===== config.mk =====
export PLATFORM = sky130hd
export DESIGN_NAME = bypass_interlock_unit
export DESIGN_NICKNAME = d
export VERILOG_FILES = /design/src/rtl/bypass_pkg.sv /design/src/rtl/bypass_select.sv /design/src/rtl/load_use_detect.sv /design/src/rtl/branch_flush_ctrl.sv /design/src/rtl/bypass_interlock_unit.sv
export SDC_FILE = /design/constraint.sdc
export NUM_CORES = 1
export LEC_CHECK = 0
export ABC_AREA = 1
export BUFFER_PORTS_ARGS = -buffer_cell sky130_fd_sc_hd__clkbuf_2
export CORE_UTILIZATION = 40
export DETAILED_ROUTE_END_ITERATION = 8
export PLACE_DENSITY = 0.87
export SLEW_MARGIN = 20
export SYNTH_ARGS = -nofsm -noshare
export SYNTH_HDL_FRONTEND = slang
export SYNTH_SLANG_ARGS = --single-unit
export TNS_END_PERCENT = 1

===== constraint.sdc =====
create_clock -name vclk -period 1.55
set_input_delay 0.0775 -clock vclk [all_inputs]
set_output_delay 0.0775 -clock vclk [all_outputs]
set_load 0.01 [all_outputs]

===== src/rtl/bypass_pkg.sv =====
package bypass_pkg;
   typedef enum logic [1:0] {
      SRC_REGFILE = 2'b00,
      SRC_MEMWB   = 2'b01,
      SRC_EXMEM   = 2'b10
   } fwd_src_e;
endpackage


===== src/rtl/bypass_select.sv =====
module bypass_select
   import bypass_pkg::*;
#(
   parameter int REG_AW        = 5,
   parameter bit ZERO_REG_HARD = 1'b1
) (
   input  logic              clk,
   input  logic              rst_n,
   input  logic [REG_AW-1:0] src,
   input  logic [REG_AW-1:0] exm_dst,
   input  logic              exm_wen,
   input  logic [REG_AW-1:0] mwb_dst,
   input  logic              mwb_wen,
   output fwd_src_e          sel
);
   logic exm_ok, mwb_ok;

   generate
      if (ZERO_REG_HARD) begin : g_zero_hard
         assign exm_ok = exm_wen && (|exm_dst);
         assign mwb_ok = mwb_wen && (|mwb_dst);
      end else begin : g_zero_soft
         assign exm_ok = exm_wen;
         assign mwb_ok = mwb_wen;
      end
   endgenerate

   always_comb begin
      sel = SRC_REGFILE;
      if (exm_ok && (exm_dst == src))
         sel = SRC_EXMEM;
      else if (mwb_ok && (mwb_dst == src))
         sel = SRC_MEMWB;
   end

   // priority of the younger stage
   assert_exm_priority_R4: assert property (@(posedge clk) disable iff (!rst_n)
      (exm_wen && exm_dst == src && src != '0 && mwb_wen && mwb_dst == src) |-> sel == SRC_EXMEM);
   // a selected stage must have write enable set and a matching register
   assert_exm_needs_wen_R6: assert property (@(posedge clk) disable iff (!rst_n)
      (sel == SRC_EXMEM) |-> (exm_wen && exm_dst == src));
   assert_mwb_needs_wen_R6: assert property (@(posedge clk) disable iff (!rst_n)
      (sel == SRC_MEMWB) |-> (mwb_wen && mwb_dst == src));
   generate
      if (ZERO_REG_HARD) begin : g_zero_chk
         assert_no_zero_fwd_R5: assert property (@(posedge clk) disable iff (!rst_n)
            (src == '0) |-> sel == SRC_REGFILE);
      end
   endgenerate
endmodule


===== src/rtl/load_use_detect.sv =====
module load_use_detect #(
   parameter int REG_AW  = 5,
   parameter int NUM_OPS = 2
) (
   input  logic                      clk,
   input  logic                      rst_n,
   input  logic [NUM_OPS*REG_AW-1:0] id_src,
   input  logic [REG_AW-1:0]         idex_dst,
   input  logic                      idex_wen,
   input  logic                      idex_load,
   output logic                      stall
);
   logic [NUM_OPS-1:0] hit;
   logic               ld_live;

   assign ld_live = idex_load && idex_wen && (|idex_dst);

   for (genvar i = 0; i < NUM_OPS; i++) begin : g_cmp
      assign hit[i] = ld_live && (id_src[i*REG_AW +: REG_AW] == idex_dst);
   end

   assign stall = |hit;

   // non-loads never interlock
   assert_noload_nostall_R8: assert property (@(posedge clk) disable iff (!rst_n)
      !idex_load |-> !stall);
   assert_stall_needs_dst_R7: assert property (@(posedge clk) disable iff (!rst_n)
      stall |-> (idex_wen && idex_dst != '0));
endmodule


===== src/rtl/branch_flush_ctrl.sv =====
module branch_flush_ctrl (
   input  logic clk,
   input  logic rst_n,
   input  logic br_taken,
   input  logic stall,
   output logic flush
);
   assign flush = br_taken && !stall;

   assert_flush_only_on_branch_R9: assert property (@(posedge clk) disable iff (!rst_n)
      flush |-> br_taken);
endmodule


===== src/rtl/bypass_interlock_unit.sv =====
module bypass_interlock_unit
   import bypass_pkg::*;
#(
   parameter int REG_AW        = 5,
   parameter int NUM_OPS       = 2,
   parameter bit ZERO_REG_HARD = 1'b1
) (
   input  logic                      clk,
   input  logic                      rst_n,
   input  logic [NUM_OPS*REG_AW-1:0] ex_src,
   input  logic [NUM_OPS*REG_AW-1:0] id_src,
   input  logic [REG_AW-1:0]         idex_dst,
   input  logic                      idex_wen,
   input  logic                      idex_load,
   input  logic [REG_AW-1:0]         exm_dst,
   input  logic                      exm_wen,
   input  logic [REG_AW-1:0]         mwb_dst,
   input  logic                      mwb_wen,
   input  logic                      br_taken,
   output logic [2*NUM_OPS-1:0]      fwd_sel,
   output logic                      pc_hold,
   output logic                      ifid_hold,
   output logic                      bubble_ins,
   output logic                      ifid_flush
);
   localparam int SEL_W = 2 * NUM_OPS;

   if (REG_AW < 1 || REG_AW > 8) begin : g_bad_aw
      $error("REG_AW must lie in 1..8");
   end
   if (NUM_OPS < 1 || NUM_OPS > 4) begin : g_bad_ops
      $error("NUM_OPS must lie in 1..4");
   end

   logic     ld_stall;
   fwd_src_e op_sel [NUM_OPS];

   for (genvar i = 0; i < NUM_OPS; i++) begin : g_op
      bypass_select #(.REG_AW(REG_AW), .ZERO_REG_HARD(ZERO_REG_HARD)) sel_i (
         .clk     (clk),
         .rst_n   (rst_n),
         .src     (ex_src[i*REG_AW +: REG_AW]),
         .exm_dst (exm_dst),
         .exm_wen (exm_wen),
         .mwb_dst (mwb_dst),
         .mwb_wen (mwb_wen),
         .sel     (op_sel[i])
      );
      assign fwd_sel[2*i +: 2] = op_sel[i];
   end

   load_use_detect #(.REG_AW(REG_AW), .NUM_OPS(NUM_OPS)) lud_i (
      .clk       (clk),
      .rst_n     (rst_n),
      .id_src    (id_src),
      .idex_dst  (idex_dst),
      .idex_wen  (idex_wen),
      .idex_load (idex_load),
      .stall     (ld_stall)
   );

   branch_flush_ctrl bfc_i (
      .clk      (clk),
      .rst_n    (rst_n),
      .br_taken (br_taken),
      .stall    (ld_stall),
      .flush    (ifid_flush)
   );

   assign pc_hold    = ld_stall;
   assign ifid_hold  = ld_stall;
   assign bubble_ins = ld_stall;

   // stall requires a load in execute
   assert_hold_needs_load_R7: assert property (@(posedge clk) disable iff (!rst_n)
      pc_hold |-> (idex_load && idex_wen));
   // flush and hold never together
   assert_flush_vs_hold_R10: assert property (@(posedge clk) disable iff (!rst_n)
      !(ifid_flush && ifid_hold));
   assert_sel_code_legal_R1: assert property (@(posedge clk) disable iff (!rst_n)
      $countones(fwd_sel) <= NUM_OPS);
   assert_taken_resolves_R9: assert property (@(posedge clk) disable iff (!rst_n)
      br_taken |-> (ifid_flush || pc_hold));

   logic [SEL_W-1:0] unused_w;
   assign unused_w = fwd_sel;
endmodule


==> flow_summary_export.csv, run 1 <==
group,metric,value,unit
finish,antennaDiodeCount,0,
grt,grtUsageTotal,19.4,%
yosys,synth_area,523,µm²
yosys,synth.avg_cell_area,5.45,µm²
route,first_pass_iters,4,
route,antenna_left,0,
route,avgViaCountPerCell,4.62,
floorplanning,core,0.00116,mm²
worst_setup_path,startpoint_type,"primary input",
yosys,synthDistinctLibCells,14,
floorplanning,die_w,38.2,µm
placed_design,pre_cts_ws,593,ps
power,p_leak,0.000458,µW
floorplanning,die_h,38.2,µm
min_path,hold_path_class,"in -> out",
finish,fill_cells,117,
yosys,syn-num-nets,138,
timing,period_share,61.4,%
min_path,hp-start,"br_taken",
grt,gr-total-overflow,0,
floorplanning,io_pins,50,
finish,area_delta_synth_final,46.4,%
power,power_density,250,mW/mm²
finish,nets,186,
floorplanning,die-area,0.00146,mm²
power,seqPwrFrac,0,%
yosys,synthCells,96,
finish,seq_cell_count,0,
yosys,synth_seq_area_share,0,%
grt,grt_max_degree,5,
placed_design,hpwl,1360,µm
worst_setup_path,critPathArrivalTime,870,ps
route,wirelength,1420,µm
yosys,netlist_top_cells_count,"31 x nand2_1, 18 x xnor2_1, 13 x inv_1, 13 x nor2_1, 6 x xor2_1",
power,p_int,96.4,µW
power,combPwrFrac,100.0,%
route,wire_per_inst,9.11,µm
flow_run,maxCapViolCount,0,
yosys,synthTopCellsByArea,"xnor2_1 30%, nand2_1 22%, xor2_1 10%, inv_1 9.3%, nor2_1 9.3%",
finish,drive_gt1_share,37.3,%
min_path,min_path_cells,4,
floorplanning,rows,12,
worst_setup_path,required,1470,ps
route,drc,0,
clock_tree,post_cts_buffers,0,
timing,holdWs,431,ps
route,num_vias,720,
finish,final_util,66.2,%
worst_setup_path,critPathCaptureType,"output pin",
power,vdd_drop_max,0.139,mV
power,swShare,49.6,%
min_path,hold_end,"ifid_flush",
yosys,synth_warnings,0,
timing,fmax,1050,MHz
floorplanning,start_util,45.2,%
worst_setup_path,cp_max_fo,4,
timing,post-route-min-period,951,ps
timing,fin_ws,599,ps
yosys,netlist.area_leader.share,30.1,%
grt,grt_pass1_wl,2090,µm
placed_design,port_buffers,48,
power,p_total,191,µW
timing,tightest_slew,174,ps
yosys,synth_top_cell_by_area,"xnor2_1",
grt,grt_pass1_vias,570,
timing,setup_viol,0,
route,drt_iter0_drc,6,
grt,antenna_found_initial,0,
placed_design,routabilityCongestion,0.739,
timing,slew_headroom,88.3,%
clock_tree,cts_resized,0,
worst_setup_path,critPathKind,"in -> out",
power,switching_power,94.8,µW
status,status,"finished, final reports clean",
timing,finalHoldViolCount,0,
clock_tree,hold_buffers,0,
finish,regArea,0,µm²
timing,rsz0062_at_grt,"false",
timing,slew_violations,0,
timing,fin_tns_setup,0,ps
yosys,yosysMostFrequentCell,"nand2_1",
finish,clkbuf_count,0,
power,clkPwrFrac,0,%
==> power groups by stage <==
stage | Sequential [µW] | Clock, µW | Combinational (µW)
floorplan | 0 | 0 | 99.6
global placement | 0 | 0 | 184
detailed placement | 0 | 0 | 192
CTS | 0 | 0 | 193
global route | 0 | 0 | 211
finish | 0 | 0 | 191
==> cells in the final DEF, fill, tap and decap left out <==
cell type / instances
nand3b_1: 1
clkbuf_2: 48
nor3_1: 1
o21ai_1: 1
nor2_2: 1
nand2_1: 31
xor2_1: 6
inv_1: 13
nor3_2: 2
xnor2_1: 18
nand2_2: 1
o21ai_2: 1
nor2_1: 13
nand3_1: 5
==> how the worst max path moves through the flow <==
stage | cells past startpoint | slack [ps] | end | from
2_1_floorplan | 8 | 790 | ifid_hold | idex_dst[3]
3_3_place_gp | 9 | 630 | ifid_flush | idex_dst[2]
3_5_place_dp | 9 | 590 | ifid_flush | idex_dst[2]
4_1_cts | 7 | 590 | fwd_sel[0] | mwb_dst[3]
5_1_grt | 10 | 500 | ifid_flush | idex_dst[1]
6_report | 9 | 600 | ifid_flush | idex_dst[2]
==> stage by stage <==
step | instance area (µm²) | instances
floorplan | 523 | 96
global placement | 766 | 156
CTS | 766 | 156
detailed placement | 766 | 156
finish | 766 | 156
global route | 766 | 156
==> layer usage <==
layer	share of wire, %	up-vias	global-route usage, %
met3	4.7	2	0
met1	37	309	19.1
met4	0.77	0	1.79
met5	0	-	0
li1	-	381	-
met2	57	28	44.1
==> worst max-delay path: stages <==
cell and delay (ps):
clkbuf_2 110, nor2_1 120, nand3_1 90, nand2_1 60
inv_1 40, nand3_1 90, nand2_2 90, nor2_2 70
clkbuf_2 130
==> final cells by class <==
| type | count | area [µm²] | area share, % |
|---|---|---|---|
| Multi-Input combinational cell | 81 | 459 | 60.0 |
| Tap cell | 14 | 17.5 | 2.29 |
| Timing Repair Buffer | 48 | 240 | 31.4 |
| Inverter | 13 | 48.8 | 6.37 |
==> logic make-up after synthesis <==
logic type | synth area share (%)
xor+xnor | 40.2
simple gates | 45.0
compound gates | 2.63
buf+inv | 12.2
Note: power is estimated with default switching activity, not from simulation.
==> run 2, diff against run 1 <==
--- a/config.mk
+++ b/config.mk
@@ -7,9 +7,9 @@
 export LEC_CHECK = 0
 export ABC_AREA = 1
 export BUFFER_PORTS_ARGS = -buffer_cell sky130_fd_sc_hd__clkbuf_2
-export CORE_UTILIZATION = 40
+export CORE_UTILIZATION = 39
 export DETAILED_ROUTE_END_ITERATION = 8
-export PLACE_DENSITY = 0.87
+export PLACE_DENSITY = 0.85
 export SLEW_MARGIN = 20
 export SYNTH_ARGS = -nofsm -noshare
 export SYNTH_HDL_FRONTEND = slang
==> constraint.sdc (replaced) <==
create_clock -name vclk -period 0.91
set_input_delay 0.0455 -clock vclk [all_inputs]
set_output_delay 0.0455 -clock vclk [all_outputs]
set_load 0.01 [all_outputs]
==> run 2 against run 1 <==
Net effect:
- the flow now finishes with violations (negative setup slack)
- routed wire length up 16%
- combinational power rose by 110%
- setup slack got worse by 600 ps
- cell count did not move
- via count fell by 0.69%
- clock-buffer cell count did not move
- global-route usage rose by 2.1 points
- first-iteration DRC count rose by 83%
- largest power group unchanged
- highest routed layer unchanged
==> flow_summary_export.csv, run 2 (synthesis results as in run 1) <==
group,metric,value,unit
status,status,"finished with violations",
status,violations,"negative setup slack",
power,clkPwrFrac,0,%
min_path,hp-start,"br_taken",
route,antenna_left,0,
floorplanning,die_w,38.6,µm
finish,seq_cell_count,0,
route,num_vias,715,
min_path,hold_path_class,"in -> out",
floorplanning,start_util,44.7,%
worst_setup_path,critPathArrivalTime,870,ps
worst_setup_path,slowest_stage,"xnor2_2",
worst_setup_path,critPathMaxStageDelay,150,ps
route,drt_iter0_drc,11,
timing,fin_tns_setup,-3.32,ps
route,drc,0,
finish,fill_cells,94,
grt,grt_pass1_wl,2300,µm
finish,regArea,0,µm²
floorplanning,rows,12,
power,p_total,394,µW
floorplanning,core,0.00117,mm²
grt,gr-total-overflow,0,
route,wire_per_inst,10.6,µm
power,swShare,48.9,%
power,p_int,201,µW
route,first_pass_iters,4,
placed_design,routabilityCongestion,0.750,
clock_tree,hold_buffers,0,
floorplanning,io_pins,50,
worst_setup_path,critPathKind,"in -> out",
grt,grt_pass1_vias,609,
finish,stdcell_area,891,µm²
timing,setup_viol,1,
placed_design,place_area,766,µm²
finish,clkbuf_count,0,
power,switching_power,193,µW
grt,antenna_found_initial,0,
timing,finalHoldViolCount,0,
timing,post-route-min-period,913,ps
route,avgViaCountPerCell,4.58,
finish,most-common-layout-cells,"38 x clkbuf_2, 28 x nand2_1, 12 x xnor2_1",
finish,final_common_cell,"clkbuf_2",
timing,slew_violations,0,
timing,fin_ws,-3.32,ps
flow_run,maxCapViolCount,0,
timing,fmax,1090,MHz
finish,antennaDiodeCount,0,
timing,slew_headroom,85.7,%
route,wirelength,1650,µm
power,power_density,442,mW/mm²
placed_design,pre_cts_ws,16.3,ps
floorplanning,die-area,0.00149,mm²
grt,grtUsageTotal,21.5,%
finish,nets,186,
timing,tightest_slew,213,ps
power,seqPwrFrac,0,%
worst_setup_path,startpoint_type,"primary input",
grt,grt_max_degree,5,
worst_setup_path,critPathCaptureType,"output pin",
placed_design,hpwl,1340,µm
floorplanning,die_h,38.6,µm
power,vdd_drop_max,0.231,mV
worst_setup_path,cp_max_fo,4,
timing,period_share,100,%
power,combPwrFrac,100.0,%
worst_setup_path,required,860,ps
timing,rsz0062_at_grt,"true",
worst_setup_path,cp_cell_sequence,"clkbuf_2 > xnor2_2 > nand3_1 > nor2_1 > nand2_2 > nand2_4 > nor2_2 > buf_2",
finish,drive_gt1_share,52.1,%
power,p_leak,0.000502,µW
placed_design,port_buffers,48,
worst_setup_path,crit_start,"id_src[0]",
finish,area_delta_synth_final,70.3,%
## run 2: critical path: cells and delay by family
family,cells,cell delay (ps)
xor+xnor,1,150
simple gates,5,430
buf+inv,2,240
## run 2: repair_timing
item	4_1_cts	5_1_grt
endpoints found under the setup margin	0	6
resized for setup	0	45
setup buffers	0	0
## run 2: stage by stage
| step | hold slack (ps) | utilization (%) | std cells |
|---|---|---|---|
| finish | 383 | 76.1 | 156 |
| global route | 399 | 76.1 | 156 |
| CTS | 371 | 65.4 | 156 |
| detailed placement | 370 | 65.4 | 156 |
| global placement | 366 | 65.4 | 156 |
| floorplan | 180 | - | 96 |
## run 2: power by group through the flow
stage / Sequential [µW] / Clock (µW) / Combinational, µW
2_1_floorplan: 0 / 0 / 170
3_3_place_gp: 0 / 0 / 314
3_5_place_dp: 0 / 0 / 327
4_1_cts: 0 / 0 / 329
5_1_grt: 0 / 0 / 430
6_report: 0 / 0 / 394
## run 2: final timing paths
check	cells after the start	to
worst max-delay path	8	ifid_flush
worst min-delay path	4	ifid_flush
## run 2: layer usage
metal  share of wire [%]  track usage, %
met3                 5.3               0
met4                 1.1            3.45
met5                   0               0
met1                  37            23.3
met2                  56            45.4
## run 2: layout make-up
type	count	area, µm²	share of cell area (%)
multi-input cells	81	548	61.5
inverters	13	53.8	6.04
well taps	14	17.5	1.97
repair buffers	48	272	30.5
==> run 3, diff against run 2 <==
--- a/config.mk
+++ b/config.mk
@@ -7,11 +7,14 @@
 export LEC_CHECK = 0
 export ABC_AREA = 1
 export BUFFER_PORTS_ARGS = -buffer_cell sky130_fd_sc_hd__clkbuf_2
-export CORE_UTILIZATION = 39
+export CORE_ASPECT_RATIO = 0.8
+export CORE_UTILIZATION = 40
 export DETAILED_ROUTE_END_ITERATION = 8
-export PLACE_DENSITY = 0.85
+export MAX_ROUTING_LAYER = met4
+export PLACE_DENSITY = 0.81
 export SLEW_MARGIN = 20
 export SYNTH_ARGS = -nofsm -noshare
 export SYNTH_HDL_FRONTEND = slang
+export SYNTH_HIERARCHICAL = 1
 export SYNTH_SLANG_ARGS = --single-unit
 export TNS_END_PERCENT = 1
==> run 3 against run 2 <==
Net effect:
- critical path depth grew 1
- largest power group unchanged
- worst hold slack lost 7.1 ps
- largest cell class unchanged
- via count grew 44%
- the run still ends with negative setup slack left
==> flow_summary_export.csv, run 3 <==
group,metric,value,unit
finish,fill_cells,139,
grt,grt_pass1_wl,3020,µm
grt,grt_max_degree,7,
clock_tree,post_cts_buffers,0,
worst_setup_path,critPathTopFamily,"simple AND/OR/NAND/NOR gates",
yosys,netlist_top_cells_count,"59 x nand2_1, 32 x inv_1, 17 x nor2_1, 11 x nand3_1, 6 x o21ai_0",
power,power_density,413,mW/mm²
placed_design,hpwl,1670,µm
worst_setup_path,cp_max_fo,4,
yosys,synthTopCellsByArea,"nand2_1 34%, inv_1 18%, nor2_1 9.8%, nand3_1 8.5%, xor2_1 6.7%",
power,vdd_drop_max,0.251,mV
route,wire_per_inst,10.5,µm
grt,grt_pass1_vias,812,
flow_run,maxCapViolCount,0,
grt,gr-total-overflow,0,
yosys,synth.avg_cell_area,4.37,µm²
floorplanning,start_util,44.7,%
route,num_vias,1030,
grt,grtUsageTotal,23.1,%
finish,multi_input_area,568,µm²
grt,antenna_found_initial,0,
timing,slew_violations,0,
timing,setup_viol,1,
timing,post-route-min-period,914,ps
worst_setup_path,cp_cell_sequence,"clkbuf_2 > nor2_1 > nand3_1 > nand2_1 > inv_2 > nand3_2 > nand2_2 > nor2_2 > buf_2",
finish,regArea,0,µm²
yosys,synth_warnings,6,
worst_setup_path,slowest_stage,"nor2_1",
placed_design,place_area,902,µm²
route,drc,0,
worst_setup_path,startpoint_type,"primary input",
yosys,synthDistinctLibCells,13,
yosys,netlist.area_leader.share,34.0,%
finish,area_delta_synth_final,60.8,%
floorplanning,die-area,0.00179,mm²
status,status,"finished with violations",
floorplanning,die_w,47.1,µm
timing,fin_ws,-4.43,ps
route,wirelength,2270,µm
finish,final_common_cell,"nand2_1",
worst_setup_path,required,860,ps
yosys,synth_seq_area_share,0,%
yosys,syn-num-nets,191,
finish,nets,239,
placed_design,routabilityCongestion,0.837,
timing,period_share,100,%
finish,seq_cell_count,0,
timing,slew_headroom,86.7,%
worst_setup_path,critPathBufInv,3,
placed_design,port_buffers,48,
finish,stdcell_area,0.00105,mm²
timing,fmax,1090,MHz
finish,final_util,71.8,%
clock_tree,hold_buffers,0,
route,first_pass_iters,4,
timing,tightest_slew,198,ps
finish,most-common-layout-cells,"51 x nand2_1, 34 x clkbuf_2, 21 x inv_1",
finish,clkbuf_count,0,
timing,rsz0062_at_grt,"true",
floorplanning,die_h,38.1,µm
route,avgViaCountPerCell,4.77,
finish,antennaDiodeCount,0,
worst_setup_path,critPathCaptureType,"output pin",
floorplanning,rows,12,
floorplanning,core,0.00146,mm²
worst_setup_path,critPathArrivalTime,870,ps
status,violations,"negative setup slack",
min_path,hold_path_class,"in -> out",
timing,finalHoldViolCount,0,
yosys,synthCells,149,
yosys,synth_top_cell_by_area,"nand2_1",
route,drt_iter0_drc,33,
worst_setup_path,critPathKind,"in -> out",
route,antenna_left,0,
yosys,synth_area,651,µm²
floorplanning,io_pins,50,
power,p_leak,0.000679,µW
yosys,yosysMostFrequentCell,"nand2_1",
finish,drive_gt1_share,45.6,%
worst_setup_path,critPathMaxStageDelay,130,ps
run 3: changes by cell type in the layout (fill, tap and decap cells not counted), sizes merged, moves of 6 or more:
cell   delta
nand2    +29
inv      +23
xnor2    -16
nor2      +8
nand3     +6
run 3: final cells by class:
cell class                      count  area share [%]
Inverter                           36            13.6
Multi-Input combinational cell    111            54.3
Tap cell                           21            2.51
Timing Repair Buffer               48            29.5
run 3: per-stage QoR:
stage	hold WS, ps	instances	setup WS, ps	TNS (ps)	power [µW]
finish	375	216	-4.43	-4.43	432
global route	401	216	-112	-336	480
CTS	381	216	0.776	0	357
detailed placement	373	216	-37.7	-37.7	340
global placement	359	216	-1.05	-1.05	327
floorplan	177	149	158	0	180
run 3: final timing paths:
path | startpoint | end | slack [ps] | cells past startpoint
hold / removal | br_taken | ifid_flush | 380 | 4
setup / recovery | idex_dst[4] | ifid_flush | -4 | 9
run 3: routing by layer:
metal	track usage, %	routed length, µm
met1	29.7	889
met2	42.4	1200
met3	0.472	126
met4	0.714	53
met5	-	0
run 3: power breakdown:
| group | internal (µW) | total (µW) | switching [µW] |
|---|---|---|---|
| sequential | 0 | 0 | 0 |
| combinational | 198 | 432 | 234 |
| clock | 0 | 0 | 0 |
run 3: worst min-delay path, stage by stage:
cell,delay [ps]
clkbuf_2,80
inv_1,50
nor2_2,30
buf_2,130
run 3: what timing repair did:
action                     4_1_cts  5_1_grt
setup endpoints to repair        1        8
resized for setup                7       62
pin swaps                        6       27
run 3: cell families after synthesis:
group                  count (synthesis)  synth area share, %
XOR/XNOR                               7                 9.42
buffers and inverters                 38                 23.1
AO/OA/AOI/OAI                         10                 8.46
AND/OR/NAND/NOR                       94                 59.0
